===== src/rtl/dlyctl_pkg.sv =====
package dlyctl_pkg;

  localparam int LEN_W        = 7;
  localparam int MODE_DLL_BIT = 6;
  localparam int MODE_RST_BIT = 7;

  typedef enum logic [2:0] {
    ST_IDLE,
    ST_ADDR,
    ST_ACK_ADR,
    ST_WDATA,
    ST_ACK_WR,
    ST_RDATA,
    ST_RACK
  } tgt_state_e;

  function automatic logic [LEN_W-1:0] loop_len_of(input logic [1:0] sel);
    case (sel)
      2'd0:    return 7'd64;
      2'd1:    return 7'd50;
      2'd2:    return 7'd32;
      default: return 7'd25;
    endcase
  endfunction

endpackage


===== src/rtl/dlyctl_line_filt.sv =====
module dlyctl_line_filt #(
  parameter int FILT_LEN = 4
) (
  input  logic clk,
  input  logic rst_n,
  input  logic raw_i,
  output logic clean_o
);
  localparam int CNT_W = $clog2(FILT_LEN + 1);

  logic             meta_q, sync_q, clean_q, clean_d;
  logic [CNT_W-1:0] cnt_q, cnt_d;

  // a changed level must persist FILT_LEN samples before it is taken
  always_comb begin
    clean_d = clean_q;
    cnt_d   = '0;
    if (sync_q != clean_q) begin
      if (cnt_q == CNT_W'(FILT_LEN - 1)) clean_d = sync_q;
      else                               cnt_d   = cnt_q + 1'b1;
    end
  end

  always_ff @(posedge clk or negedge rst_n) begin
    if (!rst_n) begin
      meta_q  <= 1'b1;
      sync_q  <= 1'b1;
      clean_q <= 1'b1;
      cnt_q   <= '0;
    end else begin
      meta_q  <= raw_i;
      sync_q  <= meta_q;
      clean_q <= clean_d;
      cnt_q   <= cnt_d;
    end
  end

  assign clean_o = clean_q;

endmodule


===== src/rtl/dlyctl_i2c_tgt.sv =====
module dlyctl_i2c_tgt
  import dlyctl_pkg::*;
#(
  parameter logic [6:0] DEV_ADDR = 7'h2A,
  parameter int         NUM_REG  = 6,
  parameter int         AW       = $clog2(NUM_REG)
) (
  input  logic          clk,
  input  logic          rst_n,
  input  logic          scl_i,
  input  logic          sda_i,
  output logic          sda_oe_o,
  output logic          wr_en_o,
  output logic [AW-1:0] wr_addr_o,
  output logic [7:0]    wr_data_o,
  output logic [AW-1:0] rd_addr_o,
  input  logic [7:0]    rd_data_i,
  output logic          stop_o
);

  tgt_state_e    state_q, state_d;
  logic [3:0]    bit_q, bit_d;
  logic [7:0]    sh_q, sh_d;
  logic [AW-1:0] ptr_q, ptr_d, ptr_next;
  logic          rw_q, rw_d, first_q, first_d, oe_q, oe_d;
  logic          wr_en_q, wr_en_d, stop_q, stop_d;
  logic [AW-1:0] wr_addr_q, wr_addr_d;
  logic [7:0]    wr_data_q, wr_data_d;
  logic          scl_q, sda_q;
  logic          scl_rise, scl_fall, start_c, stop_c;

  assign scl_rise = scl_i & ~scl_q;
  assign scl_fall = ~scl_i & scl_q;
  assign start_c  = scl_q & scl_i & sda_q & ~sda_i;
  assign stop_c   = scl_q & scl_i & ~sda_q & sda_i;
  assign ptr_next = (ptr_q == AW'(NUM_REG - 1)) ? '0 : ptr_q + 1'b1;

  always_comb begin
    state_d   = state_q;
    bit_d     = bit_q;
    sh_d      = sh_q;
    ptr_d     = ptr_q;
    rw_d      = rw_q;
    first_d   = first_q;
    oe_d      = oe_q;
    wr_en_d   = 1'b0;
    wr_addr_d = wr_addr_q;
    wr_data_d = wr_data_q;
    stop_d    = 1'b0;
    if (start_c) begin
      state_d = ST_ADDR;
      bit_d   = '0;
      oe_d    = 1'b0;
    end else if (stop_c) begin
      state_d = ST_IDLE;
      oe_d    = 1'b0;
      stop_d  = 1'b1;
    end else begin
      case (state_q)
        ST_ADDR, ST_WDATA: begin
          if (scl_rise) begin
            sh_d  = {sh_q[6:0], sda_i};
            bit_d = bit_q + 1'b1;
          end else if (scl_fall && bit_q == 4'd8) begin
            bit_d = '0;
            if (state_q == ST_ADDR) begin
              if (sh_q[7:1] == DEV_ADDR) begin
                oe_d    = 1'b1;
                rw_d    = sh_q[0];
                first_d = 1'b1;
                state_d = ST_ACK_ADR;
              end else begin
                state_d = ST_IDLE;
              end
            end else begin
              oe_d    = 1'b1;
              state_d = ST_ACK_WR;
              if (first_q) begin
                first_d = 1'b0;
                ptr_d   = (sh_q < 8'(NUM_REG)) ? sh_q[AW-1:0] : '0;
              end else begin
                wr_en_d   = 1'b1;
                wr_addr_d = ptr_q;
                wr_data_d = sh_q;
                ptr_d     = ptr_next;
              end
            end
          end
        end
        ST_ACK_ADR: begin
          if (scl_fall) begin
            bit_d = '0;
            if (rw_q) begin
              sh_d    = rd_data_i;
              oe_d    = ~rd_data_i[7];
              ptr_d   = ptr_next;
              state_d = ST_RDATA;
            end else begin
              oe_d    = 1'b0;
              state_d = ST_WDATA;
            end
          end
        end
        ST_ACK_WR: begin
          if (scl_fall) begin
            oe_d    = 1'b0;
            bit_d   = '0;
            state_d = ST_WDATA;
          end
        end
        ST_RDATA: begin
          if (scl_fall) begin
            if (bit_q == 4'd7) begin
              oe_d    = 1'b0;
              state_d = ST_RACK;
            end else begin
              sh_d  = {sh_q[6:0], 1'b0};
              oe_d  = ~sh_q[6];
              bit_d = bit_q + 1'b1;
            end
          end
        end
        ST_RACK: begin
          if (scl_rise && sda_i) begin
            state_d = ST_IDLE;
          end else if (scl_fall) begin
            sh_d    = rd_data_i;
            oe_d    = ~rd_data_i[7];
            ptr_d   = ptr_next;
            bit_d   = '0;
            state_d = ST_RDATA;
          end
        end
        default: ;
      endcase
    end
  end

  always_ff @(posedge clk or negedge rst_n) begin
    if (!rst_n) begin
      state_q   <= ST_IDLE;
      bit_q     <= '0;
      sh_q      <= '0;
      ptr_q     <= '0;
      rw_q      <= 1'b0;
      first_q   <= 1'b0;
      oe_q      <= 1'b0;
      wr_en_q   <= 1'b0;
      wr_addr_q <= '0;
      wr_data_q <= '0;
      stop_q    <= 1'b0;
      scl_q     <= 1'b1;
      sda_q     <= 1'b1;
    end else begin
      state_q   <= state_d;
      bit_q     <= bit_d;
      sh_q      <= sh_d;
      ptr_q     <= ptr_d;
      rw_q      <= rw_d;
      first_q   <= first_d;
      oe_q      <= oe_d;
      wr_en_q   <= wr_en_d;
      wr_addr_q <= wr_addr_d;
      wr_data_q <= wr_data_d;
      stop_q    <= stop_d;
      scl_q     <= scl_i;
      sda_q     <= sda_i;
    end
  end

  assign sda_oe_o  = oe_q;
  assign wr_en_o   = wr_en_q;
  assign wr_addr_o = wr_addr_q;
  assign wr_data_o = wr_data_q;
  assign rd_addr_o = ptr_q;
  assign stop_o    = stop_q;

endmodule


===== src/rtl/dlyctl_regs.sv =====
module dlyctl_regs
  import dlyctl_pkg::*;
#(
  parameter int NUM_CH = 5,
  parameter int TAP_W  = 6,
  parameter int AW     = 3
) (
  input  logic                    clk,
  input  logic                    rst_n,
  input  logic                    wr_en_i,
  input  logic [AW-1:0]           wr_addr_i,
  input  logic [7:0]              wr_data_i,
  input  logic                    stop_i,
  input  logic [AW-1:0]           rd_addr_i,
  output logic [7:0]              rd_data_o,
  output logic [NUM_CH*TAP_W-1:0] tap_sel_o,
  output logic [LEN_W-1:0]        loop_len_o,
  output logic [NUM_CH-1:0]       tap_ovr_o,
  output logic                    dll_init_o,
  output logic                    soft_rst_o
);
  localparam int MODE_IDX = NUM_CH;

  logic                    mode_wr, soft_c;
  logic [1:0]              freq_q, freq_d;
  logic                    dll_q, dll_d, srst_q, srst_d;
  logic [NUM_CH*TAP_W-1:0] stg_all;

  assign mode_wr = wr_en_i && (wr_addr_i == AW'(MODE_IDX));
  assign soft_c  = mode_wr && wr_data_i[MODE_RST_BIT];

  for (genvar c = 0; c < NUM_CH; c++) begin : g_ch
    logic [TAP_W-1:0] stg_q, stg_d, app_q, app_d;
    logic             hit;

    assign hit = wr_en_i && (wr_addr_i == AW'(c));

    always_comb begin
      stg_d = stg_q;
      app_d = app_q;
      if (soft_c) begin
        stg_d = '0;
        app_d = '0;
      end else begin
        if (hit)    stg_d = wr_data_i[TAP_W-1:0];
        if (stop_i) app_d = stg_q;
      end
    end

    always_ff @(posedge clk or negedge rst_n) begin
      if (!rst_n) begin
        stg_q <= '0;
        app_q <= '0;
      end else begin
        stg_q <= stg_d;
        app_q <= app_d;
      end
    end

    assign stg_all[c*TAP_W +: TAP_W]   = stg_q;
    assign tap_sel_o[c*TAP_W +: TAP_W] = app_q;
    assign tap_ovr_o[c]                = LEN_W'(app_q) > loop_len_o;
  end

  always_comb begin
    freq_d = freq_q;
    if (soft_c)       freq_d = 2'd0;
    else if (mode_wr) freq_d = wr_data_i[1:0];
    dll_d  = mode_wr && wr_data_i[MODE_DLL_BIT];
    srst_d = soft_c;
  end

  always_ff @(posedge clk or negedge rst_n) begin
    if (!rst_n) begin
      freq_q <= 2'd0;
      dll_q  <= 1'b0;
      srst_q <= 1'b0;
    end else begin
      freq_q <= freq_d;
      dll_q  <= dll_d;
      srst_q <= srst_d;
    end
  end

  always_comb begin
    rd_data_o = '0;
    if (rd_addr_i == AW'(MODE_IDX)) rd_data_o = {6'd0, freq_q};
    for (int c = 0; c < NUM_CH; c++) begin
      if (rd_addr_i == AW'(c)) rd_data_o = 8'(stg_all[c*TAP_W +: TAP_W]);
    end
  end

  assign loop_len_o = loop_len_of(freq_q);
  assign dll_init_o = dll_q;
  assign soft_rst_o = srst_q;

endmodule


===== src/rtl/dlyctl_top.sv =====
module dlyctl_top
  import dlyctl_pkg::*;
#(
  parameter int         NUM_CH   = 5,
  parameter int         TAP_W    = 6,
  parameter logic [6:0] DEV_ADDR = 7'h2A,
  parameter int         FILT_LEN = 4
) (
  input  logic                    clk,
  input  logic                    rst_n,
  input  logic                    scl_i,
  input  logic                    sda_i,
  output logic                    sda_oe_o,
  output logic [NUM_CH*TAP_W-1:0] tap_sel_o,
  output logic [LEN_W-1:0]        loop_len_o,
  output logic [NUM_CH-1:0]       tap_ovr_o,
  output logic                    dll_init_o,
  output logic                    soft_rst_o
);
  localparam int NUM_REG = NUM_CH + 1;
  localparam int AW      = $clog2(NUM_REG);

  logic          rst_meta_q, rst_sync_q;
  logic [1:0]    line_raw, line_clean;
  logic          reg_wr_en, bus_stop;
  logic [AW-1:0] reg_wr_addr, reg_rd_addr;
  logic [7:0]    reg_wr_data, reg_rd_data;

  always_ff @(posedge clk or negedge rst_n) begin
    if (!rst_n) begin
      rst_meta_q <= 1'b0;
      rst_sync_q <= 1'b0;
    end else begin
      rst_meta_q <= 1'b1;
      rst_sync_q <= rst_meta_q;
    end
  end

  assign line_raw = {sda_i, scl_i};

  for (genvar l = 0; l < 2; l++) begin : g_line
    dlyctl_line_filt #(.FILT_LEN(FILT_LEN)) u_filt (
      .clk     (clk),
      .rst_n   (rst_sync_q),
      .raw_i   (line_raw[l]),
      .clean_o (line_clean[l])
    );
  end

  dlyctl_i2c_tgt #(
    .DEV_ADDR (DEV_ADDR),
    .NUM_REG  (NUM_REG),
    .AW       (AW)
  ) u_tgt (
    .clk       (clk),
    .rst_n     (rst_sync_q),
    .scl_i     (line_clean[0]),
    .sda_i     (line_clean[1]),
    .sda_oe_o  (sda_oe_o),
    .wr_en_o   (reg_wr_en),
    .wr_addr_o (reg_wr_addr),
    .wr_data_o (reg_wr_data),
    .rd_addr_o (reg_rd_addr),
    .rd_data_i (reg_rd_data),
    .stop_o    (bus_stop)
  );

  dlyctl_regs #(
    .NUM_CH (NUM_CH),
    .TAP_W  (TAP_W),
    .AW     (AW)
  ) u_regs (
    .clk        (clk),
    .rst_n      (rst_sync_q),
    .wr_en_i    (reg_wr_en),
    .wr_addr_i  (reg_wr_addr),
    .wr_data_i  (reg_wr_data),
    .stop_i     (bus_stop),
    .rd_addr_i  (reg_rd_addr),
    .rd_data_o  (reg_rd_data),
    .tap_sel_o  (tap_sel_o),
    .loop_len_o (loop_len_o),
    .tap_ovr_o  (tap_ovr_o),
    .dll_init_o (dll_init_o),
    .soft_rst_o (soft_rst_o)
  );

endmodule


===== config.mk =====
export PLATFORM = sky130hd
export DESIGN_NAME = dlyctl_top
export DESIGN_NICKNAME = d
export VERILOG_FILES = /design/src/rtl/dlyctl_pkg.sv /design/src/rtl/dlyctl_line_filt.sv /design/src/rtl/dlyctl_i2c_tgt.sv /design/src/rtl/dlyctl_regs.sv /design/src/rtl/dlyctl_top.sv
export SDC_FILE = /design/constraint.sdc
export NUM_CORES = 1
export LEC_CHECK = 0
export ABC_AREA = 1
export CAP_MARGIN = 20
export CELL_PAD_IN_SITES_DETAIL_PLACEMENT = 1
export CELL_PAD_IN_SITES_GLOBAL_PLACEMENT = 2
export CORE_ASPECT_RATIO = 1.1
export CORE_MARGIN = 2
export CORE_UTILIZATION = 41
export DETAILED_ROUTE_END_ITERATION = 7
export DONT_BUFFER_PORTS = 1
export HOLD_SLACK_MARGIN = 0.15
export PLACE_DENSITY = 0.87
export SLEW_MARGIN = 20
export SYNTH_ARGS = -nofsm -noshare
export SYNTH_HDL_FRONTEND = slang
export SYNTH_SLANG_ARGS = --single-unit

===== constraint.sdc =====
create_clock -name clk -period 10.1 [get_ports clk]
set_input_delay 2.525 -clock clk [delete_from_list [all_inputs] [get_ports clk]]
set_output_delay 2.525 -clock clk [all_outputs]
set_load 0.005 [all_outputs]

==> impl_metrics.toml, run 1 <==
[status]
status = "finished, final reports clean"

[pwr]
p_per_area_mw_per_mm2 = 240
p_leak_uw = 0.00382
ir_worst_vdd_mv = 0.122

[worst_hold_path]
hold_depth = 0
whs_endpoint = "g_line[0].u_filt.sync_q"
hold_path.class = "flop to flop"
hp-start = "g_line[0].u_filt.meta_q"

[synth]
syn-mean-instance-area_sq_um = 7.82
synth.ff_latch_count = 114
synth_mux_area_frac = 0
yosysSeqAreaShare = 0.464
yosysTopAreaCellShare = 0.430
yosysTopAreaCell = "dfrtp_1"
yosysUniqueCellTypes = 36
syn_inst = 789
synth-simple-area-share = 0.233
yosys.area_share.adder = 0.0669
synth.cell_area_sq_mm = 0.00617
ys_top_cells_by_area = "dfrtp_1 43%, nand2_1 10%, inv_1 8.9%"
synth_compound_area_frac = 0.118
synth_top_family_by_area = "simple AND/OR/NAND/NOR gates"
ys_warn_count = 0
syn_nets = 826
synthXorXnorAreaFrac = 0.00426

[routing]
drc = 0
drtPass1Iterations = 4
ant_nets = 0
drt_iter0_markers = 263
avgViaCountPerCell = 5.11
wl_per_cell_microns = 17.0
vias = 5099
wl_microns = 17000

[finish]
mostFrequentLayoutCells = "169 x nand2_1, 146 x inv_1, 105 x dfrtp_1"
drive_gt1_frac = 0.0761
syn2layout_area_growth_pct = 12.7
layout.nets = 826
mostFrequentLayoutCell = "nand2_1"
antenna-diode-count = 0

[grt]
antenna_found_initial = 0
grt_max_degree = 63
grt_pass1_vias = 5598
grt_usage = 0.228
grt_pass1_wl_microns = 28400
grt_overflow_total = 0

[critical_path]
crit_path_frequent_cell = "nor2_1"
worstSetupPathType = "flop to output port"
slowest_stage = "nor2_1"
path_cells = "ha_1 -> nor2_1 -> ha_1 -> nand3_1 -> nor2_1 -> nor2_1 -> o21ai_0 -> nand3_1 -> inv_1"
arrival_ps = 2660
worst-path-buf-inv = 1
r2r-end = "u_regs.g_ch[2].app_q[3]"
rrSetupSlack_ps = 7640
critPathRequiredTime_ps = 7580
r2r-start = "u_tgt.stop_o"
startpoint_type = "flop"
max_stage_delay_ps = 520
critPathCaptureType = "output port"
worstPathMaxFanout = 9
crit_family = "simple AND/OR/NAND/NOR gates"
reg2reg_depth = 5

[clocking]
htree_levels = 4
holdBufCountCts = 0
clk_latency_ps = 420
path_clk_slew_ps = 60
clk_path_buf_depth = 2
post_cts_resized = 0
clkSinkCount = 114
cts_tree = "done"
post_cts_buffers = 0
root_buffer = "clkbuf_16"
cts_inserted_buffers = 17

[floorplan]
io_pins = 49
die_h_microns = 133
rows = 47
coreArea_sq_mm = 0.0149
fp.dieW_microns = 121
die_area_sq_mm = 0.0161
start_util = 0.415

[timing]
fin_hold_ws_ps = 354
fin_setup_tns_ps = 0
fin_crit_ps = 5190
finalCritPeriodShare = 0.514
tightest_slew_ps = 941
worst_slack_ps = 4910
skew_ps = 8.96
fmax_mhz = 193
setup_viol = 0
rsz0062_at_grt = "false"
slew_violations = 0
slew_headroom = 0.369
hold_violations = 0

[placed_design]
dpl.hpwl_microns = 12800
gp_congestion = 0.860
post-place-ws_ps = 5360
port_buffers = 0

[job]
cap_viol_max_count = 0
[layout make-up]
type                       instances  area [sq um]
fill                            1825          7920
clock buffer                      23           478
tap                              196           245
sequential                       114          2870
inverter                         149           559
multi-input combinational        505          2620
timing repair buffer               2          15.0
clock inverter                     9           178
[logic make-up (layout without fill, tap and decap cells)]
| logic type | after synthesis | in the layout |
|---|---|---|
| AOI/OAI and AO/OA | 125 | 125 |
| DFF | 114 | 114 |
| xor gates and xnor gates | 3 | 3 |
| adders and majority gates | 33 | 33 |
| buffers and inverters | 170 | 183 |
| other | 2 | 2 |
| and+or+nand+nor | 342 | 342 |
[metal layers]
metal	vias up	part of all wire	global-route usage
met1	2491	0.41	0.255
met3	28	0.034	0.0470
met4	0	0.024	0.0885
li1	2495	-	-
met2	85	0.53	0.418
met5	-	0	0
[power breakdown]
part / internal [uW] / total, uW / switching, uW
sequential: 513 / 573 / 60.4
combinational: 131 / 428 / 298
clock: 457 / 668 / 211
[synth_stat cells (all sizes together)]
library cell and count:
dfstp 8, inv 149, xor2 1, o22ai 1, dfrtp 106, or2 1, buf 14, nand4 6
xnor2 2, o211ai 1, nor2 83, nor3b 1, a21boi 10, nand2 171, a21oi 25, conb 2
o21ai 71, clkbuf 7, ha 33, a31oi 12, nor3 21, o31ai 5, nand3 59
[how the worst max path moves through the flow]
stage               cells after the start            to             start
finish                                  9  tap_ovr_o[0]  u_regs.freq_q[0]
floorplan                               9  tap_ovr_o[2]  u_regs.freq_q[0]
global route                            9  tap_ovr_o[0]  u_regs.freq_q[0]
CTS                                     9  tap_ovr_o[0]  u_regs.freq_q[0]
detailed placement                      9  tap_ovr_o[0]  u_regs.freq_q[0]
global placement                        9  tap_ovr_o[1]  u_regs.freq_q[0]
[flip-flops by register name (all words and copies together) (netlist names), 2 cells and up]
| signal | cells |
|---|---|
| g_line.u_filt.cnt_q | 6 |
| g_line.u_filt.meta_q | 2 |
| g_line.u_filt.sync_q | 2 |
| u_tgt.bit_q | 4 |
| u_regs.g_ch.app_q | 30 |
| u_tgt.rd_addr_o | 3 |
| u_regs.g_ch.stg_q | 30 |
| u_tgt.wr_addr_o | 3 |
| u_tgt.wr_data_o | 8 |
| u_regs.freq_q | 2 |
| u_tgt.state_q | 3 |
| g_line.u_filt.clean_o | 2 |
| u_tgt.sh_q | 8 |
[worst register-to-register path: stages, from the launching register on]
cell and delay (ps):
dfrtp_1 890, inv_1 430, nand2_1 480, inv_2 240
a21boi_0 240, inv_1 60
[stage by stage]
step | utilization | total power (uW) | cell area (sq um) | std cells
global route | 0.468 | 1780 | 6960 | 998
global placement | 0.424 | 995 | 6300 | 966
finish | 0.468 | 1670 | 6960 | 998
CTS | 0.468 | 1690 | 6960 | 998
floorplan | - | 889 | 6170 | 789
detailed placement | 0.424 | 1010 | 6300 | 966
(Power assumes the default switching activity.)
==> run 2, diff against run 1 <==
--- a/config.mk
+++ b/config.mk
@@ -11,11 +11,11 @@
 export CELL_PAD_IN_SITES_GLOBAL_PLACEMENT = 2
 export CORE_ASPECT_RATIO = 1.1
 export CORE_MARGIN = 2
-export CORE_UTILIZATION = 41
+export CORE_UTILIZATION = 34
 export DETAILED_ROUTE_END_ITERATION = 7
 export DONT_BUFFER_PORTS = 1
 export HOLD_SLACK_MARGIN = 0.15
-export PLACE_DENSITY = 0.87
+export PLACE_DENSITY = 0.77
 export SLEW_MARGIN = 20
 export SYNTH_ARGS = -nofsm -noshare
 export SYNTH_HDL_FRONTEND = slang
==> constraint.sdc (replaced) <==
create_clock -name clk -period 4.4 [get_ports clk]
set_input_delay 1.1 -clock clk [delete_from_list [all_inputs] [get_ports clk]]
set_output_delay 1.1 -clock clk [all_outputs]
set_load 0.005 [all_outputs]
==> run 2 against run 1 <==
  * Combinational power grew 130%
  * Setup slack lost 4200 ps
  * Sequential cell count is the same
  * Die area grew 20%
==> impl_metrics.toml, run 2 (synthesis gave the netlist of run 1 again) <==
[status]
status = "finished, final reports clean"

[routing]
drtPass1Iterations = 4
avgViaCountPerCell = 4.91
wl_microns = 17100
drt_iter0_markers = 180
vias = 5115
drc = 0
wl_per_cell_microns = 16.4
ant_nets = 0

[timing]
tightest_slew_ps = 957
slew_violations = 0
setup_viol = 0
finalCritPeriodShare = 0.841
slew_headroom = 0.362
rsz0062_at_grt = "false"
skew_ps = 6.28
fin_crit_ps = 3700
fmax_mhz = 270
fin_setup_tns_ps = 0
hold_violations = 0

[finish]
fin_util = 0.394
antenna-diode-count = 0
mostFrequentLayoutCells = "169 x nand2_1, 146 x inv_1, 105 x dfrtp_1"
mostFrequentLayoutCell = "nand2_1"
n_fill_cell = 2221
largestRegisters = "u_regs.g_ch.app_q: 30 flops, u_regs.g_ch.stg_q: 30 flops"
instances_no_fill = 1041
drive_gt1_frac = 0.0772
layout.nets = 827
multi_input_area_sq_mm = 0.00262
syn2layout_area_growth_pct = 13.3
final-seq-area_sq_mm = 0.00287

[critical_path]
worstPathMaxFanout = 9
critPathRequiredTime_ps = 3300
path_cells = "ha_1 -> nor2_1 -> ha_1 -> nand3_1 -> nor2_1 -> nor2_1 -> o21ai_0 -> nand3_1 -> inv_1"
critPathCaptureType = "output port"
crit_path_frequent_cell = "nor2_1"
arrival_ps = 2600
startpoint_type = "flop"
max_stage_delay_ps = 520
worstSetupPathType = "flop to output port"
slowest_stage = "nor2_1"

[floorplan]
rows = 51
start_util = 0.348
coreArea_sq_mm = 0.0177
die_h_microns = 145
fp.dieW_microns = 132
die_area_sq_mm = 0.0193
io_pins = 49

[pwr]
p_leak_uw = 0.00381
ir_worst_vdd_mv = 0.330
power_uw = 3790
p_per_area_mw_per_mm2 = 542

[clocking]
htree_levels = 4
clkSinkCount = 114
path_clk_slew_ps = 50
holdBufCountCts = 0
post_cts_buffers = 0
cts_inserted_buffers = 17
root_buffer = "clkbuf_16"
post_cts_resized = 0
cts_tree = "done"
clk_path_buf_depth = 2
clk_latency_ps = 420

[grt]
grt_usage = 0.187
grt_overflow_total = 0
grt_max_degree = 72
grt_pass1_wl_microns = 28400
grt_pass1_vias = 5486
antenna_found_initial = 0

[placed_design]
port_buffers = 0
dpl.hpwl_microns = 13100
dp_cells = 1009
gp_congestion = 0.851

[job]
cap_viol_max_count = 0

[worst_hold_path]
hold_path.class = "flop to flop"
-- run 2: cell types whose count changed in the layout (fill, tap and decap cells not counted) --
cell       before  now
clkinv_2        2    3
bufinv_16       5    4
buf_4           2    3
-- run 2: cell type report --
class,count,share of cell area
timing repair buffer,3,0.00322
multi-input combinational,505,0.374
inverter,149,0.0800
sequential,114,0.410
clock buffer,23,0.0684
tap,238,0.0426
clock inverter,9,0.0218
-- run 2: through the flow --
stage               hold slack, ps  area (sq um)  setup slack, ps
CTS                            353          6990              636
global route                   350          6990              495
detailed placement             343          6360             1100
global placement               338          6360             1270
floorplan                      331          6170             1000
finish                         350          6990              698
-- run 2: path summary, 6_finish.rpt --
| check | to | depth (start not counted) | slack (ps) | from |
|---|---|---|---|---|
| max in group asynchronous | u_regs.g_ch[4].app_q[2] | 1 | 2790 | rst_sync_q |
| min in group asynchronous | rst_sync_q | 0 | 380 | rst_n |
| max reg2reg | u_tgt.wr_data_o[1] | 6 | 2060 | u_tgt.scl_q |
| min reg2reg | rst_sync_q | 0 | 350 | rst_meta_q |
| max | tap_ovr_o[0] | 9 | 700 | u_regs.freq_q[0] |
| min | rst_sync_q | 0 | 350 | rst_meta_q |
-- run 2: critical path, delay by kind of cell (launching register included) --
family / cells / cell delay (ps)
AOI/OAI and AO/OA: 1 / 110
DFF: 1 / 410
adders and majority gates: 2 / 760
and+or+nand+nor: 5 / 850
buffers and inverters: 1 / 50
-- run 2: per-layer routing --
| layer | track usage | wire length, microns | vias up | share of wire |
|---|---|---|---|---|
| met1 | 0.215 | 7300 | 2494 | 0.43 |
| met5 | 0 | 0 | - | 0 |
| met4 | 0.0742 | 437 | 0 | 0.026 |
| met2 | 0.336 | 8790 | 91 | 0.51 |
| li1 | - | - | 2501 | - |
| met3 | 0.0409 | 595 | 29 | 0.035 |
-- run 2: power breakdown --
part / total, uW / switching, uW / internal (uW)
combinational: 1000 / 700 / 302
clock: 1480 / 487 / 991
sequential: 1310 / 133 / 1180
==> run 3, diff against run 2 <==
--- a/config.mk
+++ b/config.mk
@@ -11,11 +11,11 @@
 export CELL_PAD_IN_SITES_GLOBAL_PLACEMENT = 2
 export CORE_ASPECT_RATIO = 1.1
 export CORE_MARGIN = 2
-export CORE_UTILIZATION = 34
+export CORE_UTILIZATION = 38
 export DETAILED_ROUTE_END_ITERATION = 7
 export DONT_BUFFER_PORTS = 1
 export HOLD_SLACK_MARGIN = 0.15
-export PLACE_DENSITY = 0.77
+export PLACE_DENSITY = 0.82
 export SLEW_MARGIN = 20
 export SYNTH_ARGS = -nofsm -noshare
 export SYNTH_HDL_FRONTEND = slang
==> constraint.sdc (replaced) <==
create_clock -name clk -period 3.45 [get_ports clk]
set_input_delay 0.8625 -clock clk [delete_from_list [all_inputs] [get_ports clk]]
set_output_delay 0.8625 -clock clk [all_outputs]
set_load 0.005 [all_outputs]
==> run 3 against run 2 <==
  * Cell area shrank 0.13%
  * Global-route usage grew 2.1 points
  * Setup slack lost 470 ps
  * Register-to-register slack lost 970 ps
  * Sequential share of layout area grew 0.051 points
  * Total power grew 27%
  * Sequential cell count is the same
  * Via count shrank 1.0%
  * First-iteration DRC count grew 31%
==> impl_metrics.toml, run 3 (synthesis gave the netlist of run 1 again) <==
[worst_hold_path]
hp-start = "rst_meta_q"
hold_depth = 0
whs_endpoint = "rst_sync_q"
hold_path.class = "flop to flop"

[critical_path]
cp.depth = 12
slowest_stage = "dfrtp_1"
reg2reg_depth = 6
crit_path_frequent_cell = "inv_1"
worstSetupPathType = "flop to output port"
r2r-end = "u_tgt.wr_data_o[3]"
r2r-start = "u_tgt.scl_q"
path_cells = "inv_1 -> ha_1 -> inv_1 -> ha_1 -> inv_1 -> nor2_1 -> nor3_1 -> nor2_1 -> nor2_1 -> o21ai_0 -> nand3_1 -> inv_1"
critPathRequiredTime_ps = 2590
arrival_ps = 2350
worstPathMaxFanout = 5
crit_family = "adder cells"
critPathCaptureType = "output port"
max_stage_delay_ps = 400
startpoint_type = "flop"
worst-path-buf-inv = 4
rrSetupSlack_ps = 1090

[clocking]
path_clk_slew_ps = 50
post_cts_buffers = 0
clkSinkCount = 114
cts_tree = "done"
root_buffer = "clkbuf_16"
clk_latency_ps = 420
cts_inserted_buffers = 17
htree_levels = 4
clk_path_buf_depth = 2

[floorplan]
die_h_microns = 138
die_area_sq_mm = 0.0173
fp.dieW_microns = 126
coreArea_sq_mm = 0.0158
rows = 48
io_pins = 49
start_util = 0.391

[grt]
grt_usage = 0.208
grt_overflow_total = 0
antenna_found_initial = 0
grt_max_degree = 67
grt_pass1_vias = 5384
grt_pass1_wl_microns = 27800

[placed_design]
gp_congestion = 0.891
dpl.hpwl_microns = 12900
port_buffers = 0

[routing]
drc = 0
wl_per_cell_microns = 17.0
drtPass1Iterations = 6
ant_nets = 0
vias = 5064
wl_microns = 17000
avgViaCountPerCell = 5.04
drt_iter0_markers = 236

[timing]
finalCritPeriodShare = 0.933
fin_setup_tns_ps = 0
slew_violations = 0
fin_hold_ws_ps = 348
skew_ps = 9.62
fin_crit_ps = 3220
fmax_mhz = 311
hold_violations = 0
rsz0062_at_grt = "false"
tightest_slew_ps = 944
slew_headroom = 0.367
setup_viol = 0

[pwr]
ir_worst_vdd_mv = 0.362
p_per_area_mw_per_mm2 = 692
p_leak_uw = 0.00383

[finish]
n_fill_cell = 1945
layout.nets = 829
antenna-diode-count = 0
mostFrequentLayoutCells = "169 x nand2_1, 146 x inv_1, 105 x dfrtp_1"
drive_gt1_frac = 0.0807
largestRegisters = "u_regs.g_ch.app_q: 30 flops, u_regs.g_ch.stg_q: 30 flops"
mostFrequentLayoutCell = "nand2_1"
syn2layout_area_growth_pct = 13.1

[status]
status = "finished, final reports clean"

[job]
cap_viol_max_count = 0
run 3: where the power goes:
group	leakage [uW]	switching (uW)	internal [uW]
logic	0.00199	879	389
clock network	0.000315	608	1290
registers	0.00152	159	1500
run 3: what timing repair did:
action	CTS	global route
cloned	0	0
setup endpoints to repair	1	5
endpoints found under the hold margin	2	0
hold buffers	1	0
gates resized for setup	1	1
run 3: area by class of cell:
type	count	area, sq um	area share
Sequential cell	114	2870	0.410
Multi-Input combinational cell	505	2620	0.375
Inverter	149	559	0.0801
Clock buffer	21	450	0.0645
Tap cell	200	250	0.0358
Clock inverter	11	184	0.0263
Timing Repair Buffer	5	52.6	0.00753
run 3: metal layers:
metal | track usage | wire length, microns | vias to the layer above
met3 | 0.0485 | 521 | 33
li1 | - | - | 2502
met4 | 0.0852 | 469 | 0
met2 | 0.377 | 8680 | 85
met1 | 0.237 | 7370 | 2444
met5 | 0 | 0 | -
run 3: per-stage QoR:
stage | cells | instance area (sq um) | setup slack (ps) | util | total power [uW]
6_report | 1005 | 6980 | 233 | 0.442 | 4830
5_1_grt | 1005 | 6980 | 15.6 | 0.442 | 5170
4_1_cts | 1005 | 6980 | 85.1 | 0.442 | 4890
3_5_place_dp | 972 | 6330 | 405 | 0.401 | 2970
3_3_place_gp | 972 | 6330 | 592 | 0.401 | 2910
2_1_floorplan | 789 | 6170 | 53.0 | - | 2600
run 3: worst max path at each step:
stage	startpoint	endpoint	slack, ps
2_1_floorplan	rst_sync_q	g_line[0].u_filt.cnt_q[0]	50
4_1_cts	u_regs.freq_q[0]	tap_ovr_o[4]	90
5_1_grt	u_regs.freq_q[1]	tap_ovr_o[4]	20
3_3_place_gp	u_regs.freq_q[0]	tap_ovr_o[4]	590
6_report	u_regs.freq_q[1]	tap_ovr_o[4]	230
3_5_place_dp	u_regs.freq_q[0]	tap_ovr_o[4]	410
